`src/rtl/bcf_pkg.sv`:
```
`timescale 1ns/1ps
package bcf_pkg;
  localparam int BYTE_W = 8;
  typedef logic [BYTE_W-1:0] byte_t;

  localparam byte_t CMD_STATUS    = 8'h5A;
  localparam byte_t CMD_ALL_OFF   = 8'h66;
  localparam byte_t CMD_DISCHARGE = 8'h99;
  localparam byte_t CMD_DIRECT    = 8'hA5;
  localparam byte_t CMD_SMART_MN  = 8'hCC;
  localparam byte_t CMD_SMART_AX  = 8'h33;

  localparam byte_t BYTE_RELEASED = '1;
  localparam byte_t BYTE_PRESENT  = '0;

  typedef enum logic [2:0] {
    SEQ_IDLE, SEQ_CFG, SEQ_STIM_WAIT, SEQ_STIM,
    SEQ_PRES_WAIT, SEQ_PRES, SEQ_REPLY, SEQ_IGNORE
  } seq_e;

  typedef struct packed {
    logic allOff;
    logic dischOn;
    logic dischOff;
    logic actMain;
    logic actAux;
    logic dropMain;
    logic dropAux;
    logic cfgWr;
    logic stimMain;
    logic stimAux;
    logic busyMain;
    logic busyAux;
  } strobe_t;
endpackage

```
`src/rtl/bcf_sync.sv`:
```
`timescale 1ns/1ps
module bcf_sync #(
  parameter int STAGES = 2
) (
  input  logic clk,
  input  logic rstN,
  input  logic din,
  output logic dout
);
  logic [STAGES-1:0] shiftQ;

  always_ff @(posedge clk or negedge rstN) begin
    if (!rstN) shiftQ <= '1;
    else       shiftQ <= {shiftQ[STAGES-2:0], din};
  end

  assign dout = shiftQ[STAGES-1];
endmodule

```
`src/rtl/bcf_datapath.sv`:
```
`timescale 1ns/1ps
module bcf_datapath
  import bcf_pkg::*;
#(
  parameter int SYNC_STAGES = 2
) (
  input  logic       clk,
  input  logic       rstN,
  input  strobe_t    stb,
  input  logic [7:3] cfgHi,
  input  logic       mainLevel,
  input  logic       auxLevel,
  output logic       mainOn,
  output logic       auxOn,
  output logic       mainPull,
  output logic       auxPull,
  output logic       ctlOn,
  output byte_t      statusByte,
  output logic       mainLvl,
  output logic       auxLvl
);
  localparam int NBR = 2;

  logic [NBR-1:0] rawLvl, syncLvl, prevLvl;
  logic mainAct, auxAct, dischg;
  logic modeMan, assocAux, manVal;
  logic evMain, evAux;
  logic fallMain, fallAux, cfgOk;

  assign rawLvl = {auxLevel, mainLevel};

  for (genvar g = 0; g < NBR; g++) begin : g_sync
    bcf_sync #(.STAGES(SYNC_STAGES)) u_sync (
      .clk  (clk),
      .rstN (rstN),
      .din  (rawLvl[g]),
      .dout (syncLvl[g])
    );
  end

  assign fallMain = prevLvl[0] & ~syncLvl[0];
  assign fallAux  = prevLvl[1] & ~syncLvl[1];
  assign cfgOk    = stb.cfgWr && (cfgHi[4:3] == 2'b00);

  always_ff @(posedge clk or negedge rstN) begin
    if (!rstN) begin
      mainAct  <= 1'b0;
      auxAct   <= 1'b0;
      dischg   <= 1'b0;
      modeMan  <= 1'b0;
      assocAux <= 1'b0;
      manVal   <= 1'b0;
      evMain   <= 1'b0;
      evAux    <= 1'b0;
      prevLvl  <= '1;
    end else begin
      prevLvl <= syncLvl;
      if (stb.allOff) begin
        mainAct <= 1'b0;
        auxAct  <= 1'b0;
        dischg  <= 1'b0;
      end else begin
        if (stb.dischOn) begin
          mainAct <= 1'b0;
          auxAct  <= 1'b0;
          dischg  <= 1'b1;
        end
        if (stb.dischOff) dischg  <= 1'b0;
        if (stb.dropMain) mainAct <= 1'b0;
        if (stb.dropAux)  auxAct  <= 1'b0;
        if (stb.actMain) begin
          mainAct <= 1'b1;
          auxAct  <= 1'b0;
        end
        if (stb.actAux) begin
          auxAct  <= 1'b1;
          mainAct <= 1'b0;
        end
      end
      if (cfgOk) begin
        modeMan  <= cfgHi[5];
        assocAux <= cfgHi[6];
        manVal   <= cfgHi[7];
      end
      if (stb.allOff) begin
        evMain <= 1'b0;
        evAux  <= 1'b0;
      end else begin
        if (fallMain && !mainAct && !mainPull && !stb.busyMain) evMain <= 1'b1;
        if (fallAux  && !auxAct  && !auxPull  && !stb.busyAux)  evAux  <= 1'b1;
      end
    end
  end

  assign mainOn   = mainAct;
  assign auxOn    = auxAct;
  assign mainPull = dischg | stb.stimMain;
  assign auxPull  = dischg | stb.stimAux;
  assign ctlOn    = modeMan ? manVal : (assocAux ? auxAct : mainAct);
  assign mainLvl  = syncLvl[0];
  assign auxLvl   = syncLvl[1];

  assign statusByte = {modeMan, (modeMan ? manVal : assocAux), evAux, evMain,
                       syncLvl[1], ~auxAct, syncLvl[0], ~mainAct};
endmodule

```
`src/rtl/bcf_control.sv`:
```
`timescale 1ns/1ps
module bcf_control
  import bcf_pkg::*;
(
  input  logic    clk,
  input  logic    rstN,
  input  logic    busReset,
  input  logic    wrStart,
  input  logic    wrDone,
  input  byte_t   wrByte,
  input  logic    rdStart,
  input  logic    rdDone,
  input  byte_t   statusByte,
  input  logic    mainLvl,
  input  logic    auxLvl,
  output strobe_t stb,
  output byte_t   rdByte
);
  seq_e  seqQ;
  logic  tgtAux, presSeen, confLive;
  byte_t cmdQ, confQ;
  logic  tgtLvl, inSmart;

  assign tgtLvl  = tgtAux ? auxLvl : mainLvl;
  assign inSmart = (seqQ == SEQ_STIM_WAIT) || (seqQ == SEQ_STIM) ||
                   (seqQ == SEQ_PRES_WAIT) || (seqQ == SEQ_PRES);

  always_comb begin
    stb = '0;
    stb.stimMain = (seqQ == SEQ_STIM) && !tgtAux;
    stb.stimAux  = (seqQ == SEQ_STIM) &&  tgtAux;
    stb.busyMain = inSmart && !tgtAux;
    stb.busyAux  = inSmart &&  tgtAux;
    if (!busReset) begin
      unique case (seqQ)
        SEQ_IDLE: if (wrDone) begin
          unique case (wrByte)
            CMD_STATUS:    stb.dischOff = 1'b1;
            CMD_ALL_OFF:   stb.allOff   = 1'b1;
            CMD_DISCHARGE: stb.dischOn  = 1'b1;
            CMD_DIRECT:    begin stb.dischOff = 1'b1; stb.actMain  = 1'b1; end
            CMD_SMART_MN:  begin stb.dischOff = 1'b1; stb.dropMain = 1'b1; end
            CMD_SMART_AX:  begin stb.dischOff = 1'b1; stb.dropAux  = 1'b1; end
            default: ;
          endcase
        end
        SEQ_CFG: stb.cfgWr = wrDone;
        SEQ_PRES: if (rdDone && tgtLvl) begin
          stb.actMain = !tgtAux;
          stb.actAux  =  tgtAux;
        end
        default: ;
      endcase
    end
  end

  always_ff @(posedge clk or negedge rstN) begin
    if (!rstN) begin
      seqQ     <= SEQ_IDLE;
      tgtAux   <= 1'b0;
      presSeen <= 1'b0;
      confLive <= 1'b0;
      cmdQ     <= '0;
      confQ    <= BYTE_RELEASED;
    end else if (busReset) begin
      seqQ     <= SEQ_IDLE;
      presSeen <= 1'b0;
    end else begin
      unique case (seqQ)
        SEQ_IDLE: if (wrDone) begin
          cmdQ     <= wrByte;
          confQ    <= wrByte;
          confLive <= 1'b0;
          unique case (wrByte)
            CMD_STATUS:                        seqQ <= SEQ_CFG;
            CMD_ALL_OFF, CMD_DISCHARGE,
            CMD_DIRECT:                        seqQ <= SEQ_REPLY;
            CMD_SMART_MN: begin tgtAux <= 1'b0; seqQ <= SEQ_STIM_WAIT; end
            CMD_SMART_AX: begin tgtAux <= 1'b1; seqQ <= SEQ_STIM_WAIT; end
            default:                           seqQ <= SEQ_IGNORE;
          endcase
        end
        SEQ_CFG: if (wrDone) begin
          confLive <= 1'b1;
          seqQ     <= SEQ_REPLY;
        end
        SEQ_STIM_WAIT: if (wrStart) seqQ <= SEQ_STIM;
        SEQ_STIM:      if (wrDone)  seqQ <= SEQ_PRES_WAIT;
        SEQ_PRES_WAIT: if (rdStart) begin
          presSeen <= 1'b0;
          seqQ     <= SEQ_PRES;
        end
        SEQ_PRES: begin
          if (!tgtLvl) presSeen <= 1'b1;
          if (rdDone) begin
            confQ <= tgtLvl ? cmdQ : ~cmdQ;
            seqQ  <= SEQ_REPLY;
          end
        end
        default: ;
      endcase
    end
  end

  always_comb begin
    unique case (seqQ)
      SEQ_REPLY: rdByte = confLive ? statusByte : confQ;
      SEQ_PRES:  rdByte = presSeen ? BYTE_PRESENT : BYTE_RELEASED;
      default:   rdByte = BYTE_RELEASED;
    endcase
  end
endmodule

```
`src/rtl/branch_coupler_fn.sv`:
```
`timescale 1ns/1ps
module branch_coupler_fn
  import bcf_pkg::*;
#(
  parameter int SYNC_STAGES = 2
) (
  input  logic       clk,
  input  logic       rstN,
  input  logic       busReset,
  input  logic       wrStart,
  input  logic       wrDone,
  input  logic [7:0] wrByte,
  input  logic       rdStart,
  input  logic       rdDone,
  output logic [7:0] rdByte,
  input  logic       mainLevel,
  input  logic       auxLevel,
  output logic       mainOn,
  output logic       auxOn,
  output logic       mainPull,
  output logic       auxPull,
  output logic       ctlOn
);
  strobe_t stb;
  byte_t   statusByte;
  logic    mainLvl, auxLvl;

  bcf_control u_control (
    .clk        (clk),
    .rstN       (rstN),
    .busReset   (busReset),
    .wrStart    (wrStart),
    .wrDone     (wrDone),
    .wrByte     (wrByte),
    .rdStart    (rdStart),
    .rdDone     (rdDone),
    .statusByte (statusByte),
    .mainLvl    (mainLvl),
    .auxLvl     (auxLvl),
    .stb        (stb),
    .rdByte     (rdByte)
  );

  bcf_datapath #(.SYNC_STAGES(SYNC_STAGES)) u_datapath (
    .clk        (clk),
    .rstN       (rstN),
    .stb        (stb),
    .cfgHi      (wrByte[7:3]),
    .mainLevel  (mainLevel),
    .auxLevel   (auxLevel),
    .mainOn     (mainOn),
    .auxOn      (auxOn),
    .mainPull   (mainPull),
    .auxPull    (auxPull),
    .ctlOn      (ctlOn),
    .statusByte (statusByte),
    .mainLvl    (mainLvl),
    .auxLvl     (auxLvl)
  );
endmodule

```
`config.mk`:
```
export PLATFORM = sky130hd
export DESIGN_NAME = branch_coupler_fn
export DESIGN_NICKNAME = d
export VERILOG_FILES = /design/src/rtl/bcf_pkg.sv /design/src/rtl/bcf_sync.sv /design/src/rtl/bcf_datapath.sv /design/src/rtl/bcf_control.sv /design/src/rtl/branch_coupler_fn.sv
export SDC_FILE = /design/constraint.sdc
export NUM_CORES = 1
export LEC_CHECK = 0
export CORE_UTILIZATION = 67
export DETAILED_ROUTE_END_ITERATION = 7
export DONT_BUFFER_PORTS = 1
export MAX_ROUTING_LAYER = met4
export PLACE_DENSITY_LB_ADDON = 0.15
export SLEW_MARGIN = 30
export SYNTH_ARGS = -nofsm -noshare
export SYNTH_HDL_FRONTEND = slang
export SYNTH_SLANG_ARGS = --single-unit
```
`constraint.sdc`:
```
create_clock -name clk -period 3.2 [get_ports clk]
set_clock_uncertainty 0.1 [all_clocks]
set_input_delay 0.96 -clock clk [delete_from_list [all_inputs] [get_ports clk]]
set_output_delay 0.96 -clock clk [all_outputs]
set_load 0.005 [all_outputs]
```
==> results.yml <==
critical_path:
  crit_fanout: 11
  crit_path_cell_trace: "nor2b_1, and2_1, nand2_1, o21ai_1, o31ai_1"
  critPathSlowestCell: "dfrtp_1"
  worstReg2RegEnd: "u_datapath.auxOn$_DFFE_PN0P_"
  path_class: "register to output port"
  r2r-start: "u_control.seqQ[0]$_DFFE_PN0P_"
  slowest_delay_ns: 0.54
  cp-start-kind: "register"
  crit_path_end_kind: "output port"
  cp.arrival_ns: 1.91
  reg2reg_setup_slack_ns: 1.02
  required_ns: 2.14
  reg2reg_depth: 6
synthesis:
  yosysUniqueCellTypes: 48
  synth_top_cells_by_area: "dfrtp_1 (26%), dfstp_2 (18%), mux2_2 (4.8%)"
  async_flop_share: 1.00
  syn_area_mm2: 0.00209
  yosysWarnings: 0
  syn_nets: 230
  yosysTopAreaCell: "dfrtp_1"
  synth_flop_cell: "dfrtp_1"
  ys_ff_latch: 36
  yosysTopAreaCellShare: 0.263
  synth_cells: 213
  synth_edf_count: 0
  synth.avg_cell_area_um2: 9.83
  seq_area_frac_synth: 0.439
power_and_ir_drop:
  power.internal_w: 0.000954
  power_switching_w: 0.000475
  combPwrFrac: 0.285
  power_density_mw_per_mm2: 661
  pwr-share-clk: 0.173
  seqPwrFrac: 0.542
  ir_drop_v: 0.000489
  leakagePower_nw: 0.822
  sw_frac_of_total: 0.332
clock_network:
  clk_pin_slew_ns: 0.10
  htree_levels: 2
  cts_tree: "yes"
  clock_path_buffers: 2
  clock-sinks: 36
  cts_inserted_buffers: 5
  insertion_delay_ns: 0.35
  holdBufCountCts: 0
  postCtsSetupRepairBufs: 0
  cts_root_buf: "clkbuf_4"
  ctsResizeCount: 0
floorplanning:
  die_h_um: 57.9
  dieWidth_um: 57.9
  die_area_mm2: 0.00335
  initial_utilization: 0.734
  ios: 30
  core_area_mm2: 0.00285
  num_rows: 19
grt:
  first_global_vias: 1517
  grt.total_usage: 0.308
  grt_max_degree: 37
  grt_overflow: 0
  grt_pass1_wl_mm: 7.32
  grt_antenna_before_repair: 0
sta:
  worstMarginPinSlew_ns: 0.584
  period_needed_ns: 2.97
  rsz0062_at_grt: "false"
  fin_crit_sh: 0.929
  hold_viol: 0
  layout_setup_ws_ns: 0.227
  setup_tns_ns: 0
  drv_slew: 0
  relSlewSlack: 0.608
  max_freq_ghz: 0.336
  setup_viol: 0
placed_design:
  port_buffers: 0
  place_ws_ns: 0.609
  dpl_cell_area_mm2: 0.00210
  placed_cells: 236
  hpwl_mm: 3.31
  gp_congestion: 0.950
final_layout:
  drive_gt1_frac: 0.207
  fin_nets: 229
  instances_no_fill: 244
  final_cell_area_mm2: 0.00216
  area_growth_pct: 3.35
  final.fill_count: 215
  diodes: 0
routing:
  drt-pass1-iter-count: 8
  antenna_left: 0
  vias: 1598
  vias_per_cell: 6.55
  drt_iter0_markers: 101
  drc_errors: 1
  wirelength_mm: 4.38
  wire_per_inst_um: 18.0
status:
  status: "complete, but fails checks"
  violations: "design-rule violations"
worst_hold_path:
  hp-class: "input port to asynchronous set/reset pin"
job:
  cap_violations: 0
[stage by stage]
step            util  total power, W  hold WS (ns)
3_3_place_gp   0.738         0.00115         0.247
3_5_place_dp   0.738         0.00119         0.249
4_1_cts        0.758         0.00144         0.178
2_1_floorplan      -         0.00109         0.245
6_report       0.758         0.00143         0.190
5_1_grt        0.758         0.00152         0.169
[worst max-delay path: cells and delay by family, from the launching register on]
family,cells,cell delay [ns]
and+or+nand+nor,3,0.56
DFF,1,0.54
AOI/OAI and AO/OA,2,0.48
[routing by layer]
layer | global-route usage | routed length [um] | up-vias
li1 | - | - | 761
met1 | 0.403 | 1860 | 756
met2 | 0.466 | 2070 | 71
met3 | 0.0915 | 370 | 10
met4 | 0.0918 | 80 | 0
met5 | - | 0 | -
[layout by cell type, fill, tap and decap left out, types with 5 or more instances in the layout]
cell and instances:
a21oi_1 5, nor2_1 15, inv_1 7, o21ai_0 16, dfrtp_1 22, o31ai_1 8, clkbuf_4 5, dfstp_2 14
mux2_2 9, mux2i_1 8, o21ai_1 10, xnor2_1 8, nand2_1 27
[cell families (layout without fill, tap and decap cells)]
kind of cell,count (synthesis),after routing,synth area share
xor+xnor,8,8,0.0335
compound gates,56,56,0.179
simple gates,74,74,0.199
flops,36,36,0.439
buf+inv,18,18,0.0365
mux,21,21,0.114
[flip-flops by register name, summed over array words and instances, names as in the netlist]
register	count
u_control.cmdQ	8
u_control.confQ	8
u_datapath.g_sync.u_sync.shiftQ	4
u_control.seqQ	3
u_datapath.prevLvl	2
u_control.confLive	1
u_control.presSeen	1
u_control.tgtAux	1
u_datapath.assocAux	1
u_datapath.auxOn	1
u_datapath.dischg	1
u_datapath.evAux	1
u_datapath.evMain	1
u_datapath.mainOn	1
u_datapath.manVal	1
u_datapath.modeMan	1
[power groups by stage]
stage	clock network [W]	logic, W	registers [W]
floorplan	0	0.000387	0.000708
global placement	0	0.000387	0.000768
detailed placement	0	0.000407	0.000783
CTS	0.000257	0.000407	0.000773
global route	0.000272	0.000452	0.000795
finish	0.000247	0.000407	0.000775
[cell usage after synthesis (2+ instances only)]
cell type  number
dfstp_2        14
buf_2           7
a221oi_2        2
dfrtp_1        22
mux2i_1         8
nor3_1          4
nor2_1         15
xnor2_1         8
mux2_1          3
mux2_2          9
nand2_1        27
clkbuf_1        3
o21ai_0        16
nor2b_1         3
nor4bb_1        2
inv_1           7
o31ai_1         8
or3_1           2
nand3_1         4
o21ai_1        10
a21o_1          3
nand2b_1        4
nand4bb_1       2
a21oi_1         5
a41oi_1         2
[worst max-delay path by stage]
| stage | start | to | slack [ns] |
|---|---|---|---|
| finish | u_control.seqQ[2]$_DFFE_PN0P_ | rdByte[7] | 0.23 |
| detailed placement | u_control.seqQ[1]$_DFFE_PN0P_ | rdByte[7] | 0.61 |
| floorplan | u_control.seqQ[1]$_DFFE_PN0P_ | rdByte[0] | 0.79 |
| CTS | u_control.seqQ[2]$_DFFE_PN0P_ | rdByte[7] | 0.21 |
| global placement | u_control.seqQ[1]$_DFFE_PN0P_ | rdByte[7] | 0.71 |
| global route | u_control.seqQ[2]$_DFFE_PN0P_ | rdByte[1] | 0.04 |
[area by class of cell]
class	count	area, um^2	area share
sequential	36	918	0.425
inverter	7	26.3	0.0121
multi-input combinational	159	1100	0.508
timing repair buffer	3	22.5	0.0104
clock buffer	8	58.8	0.0272
tap	31	38.8	0.0179
Note: power is estimated with default switching activity, not from simulation.
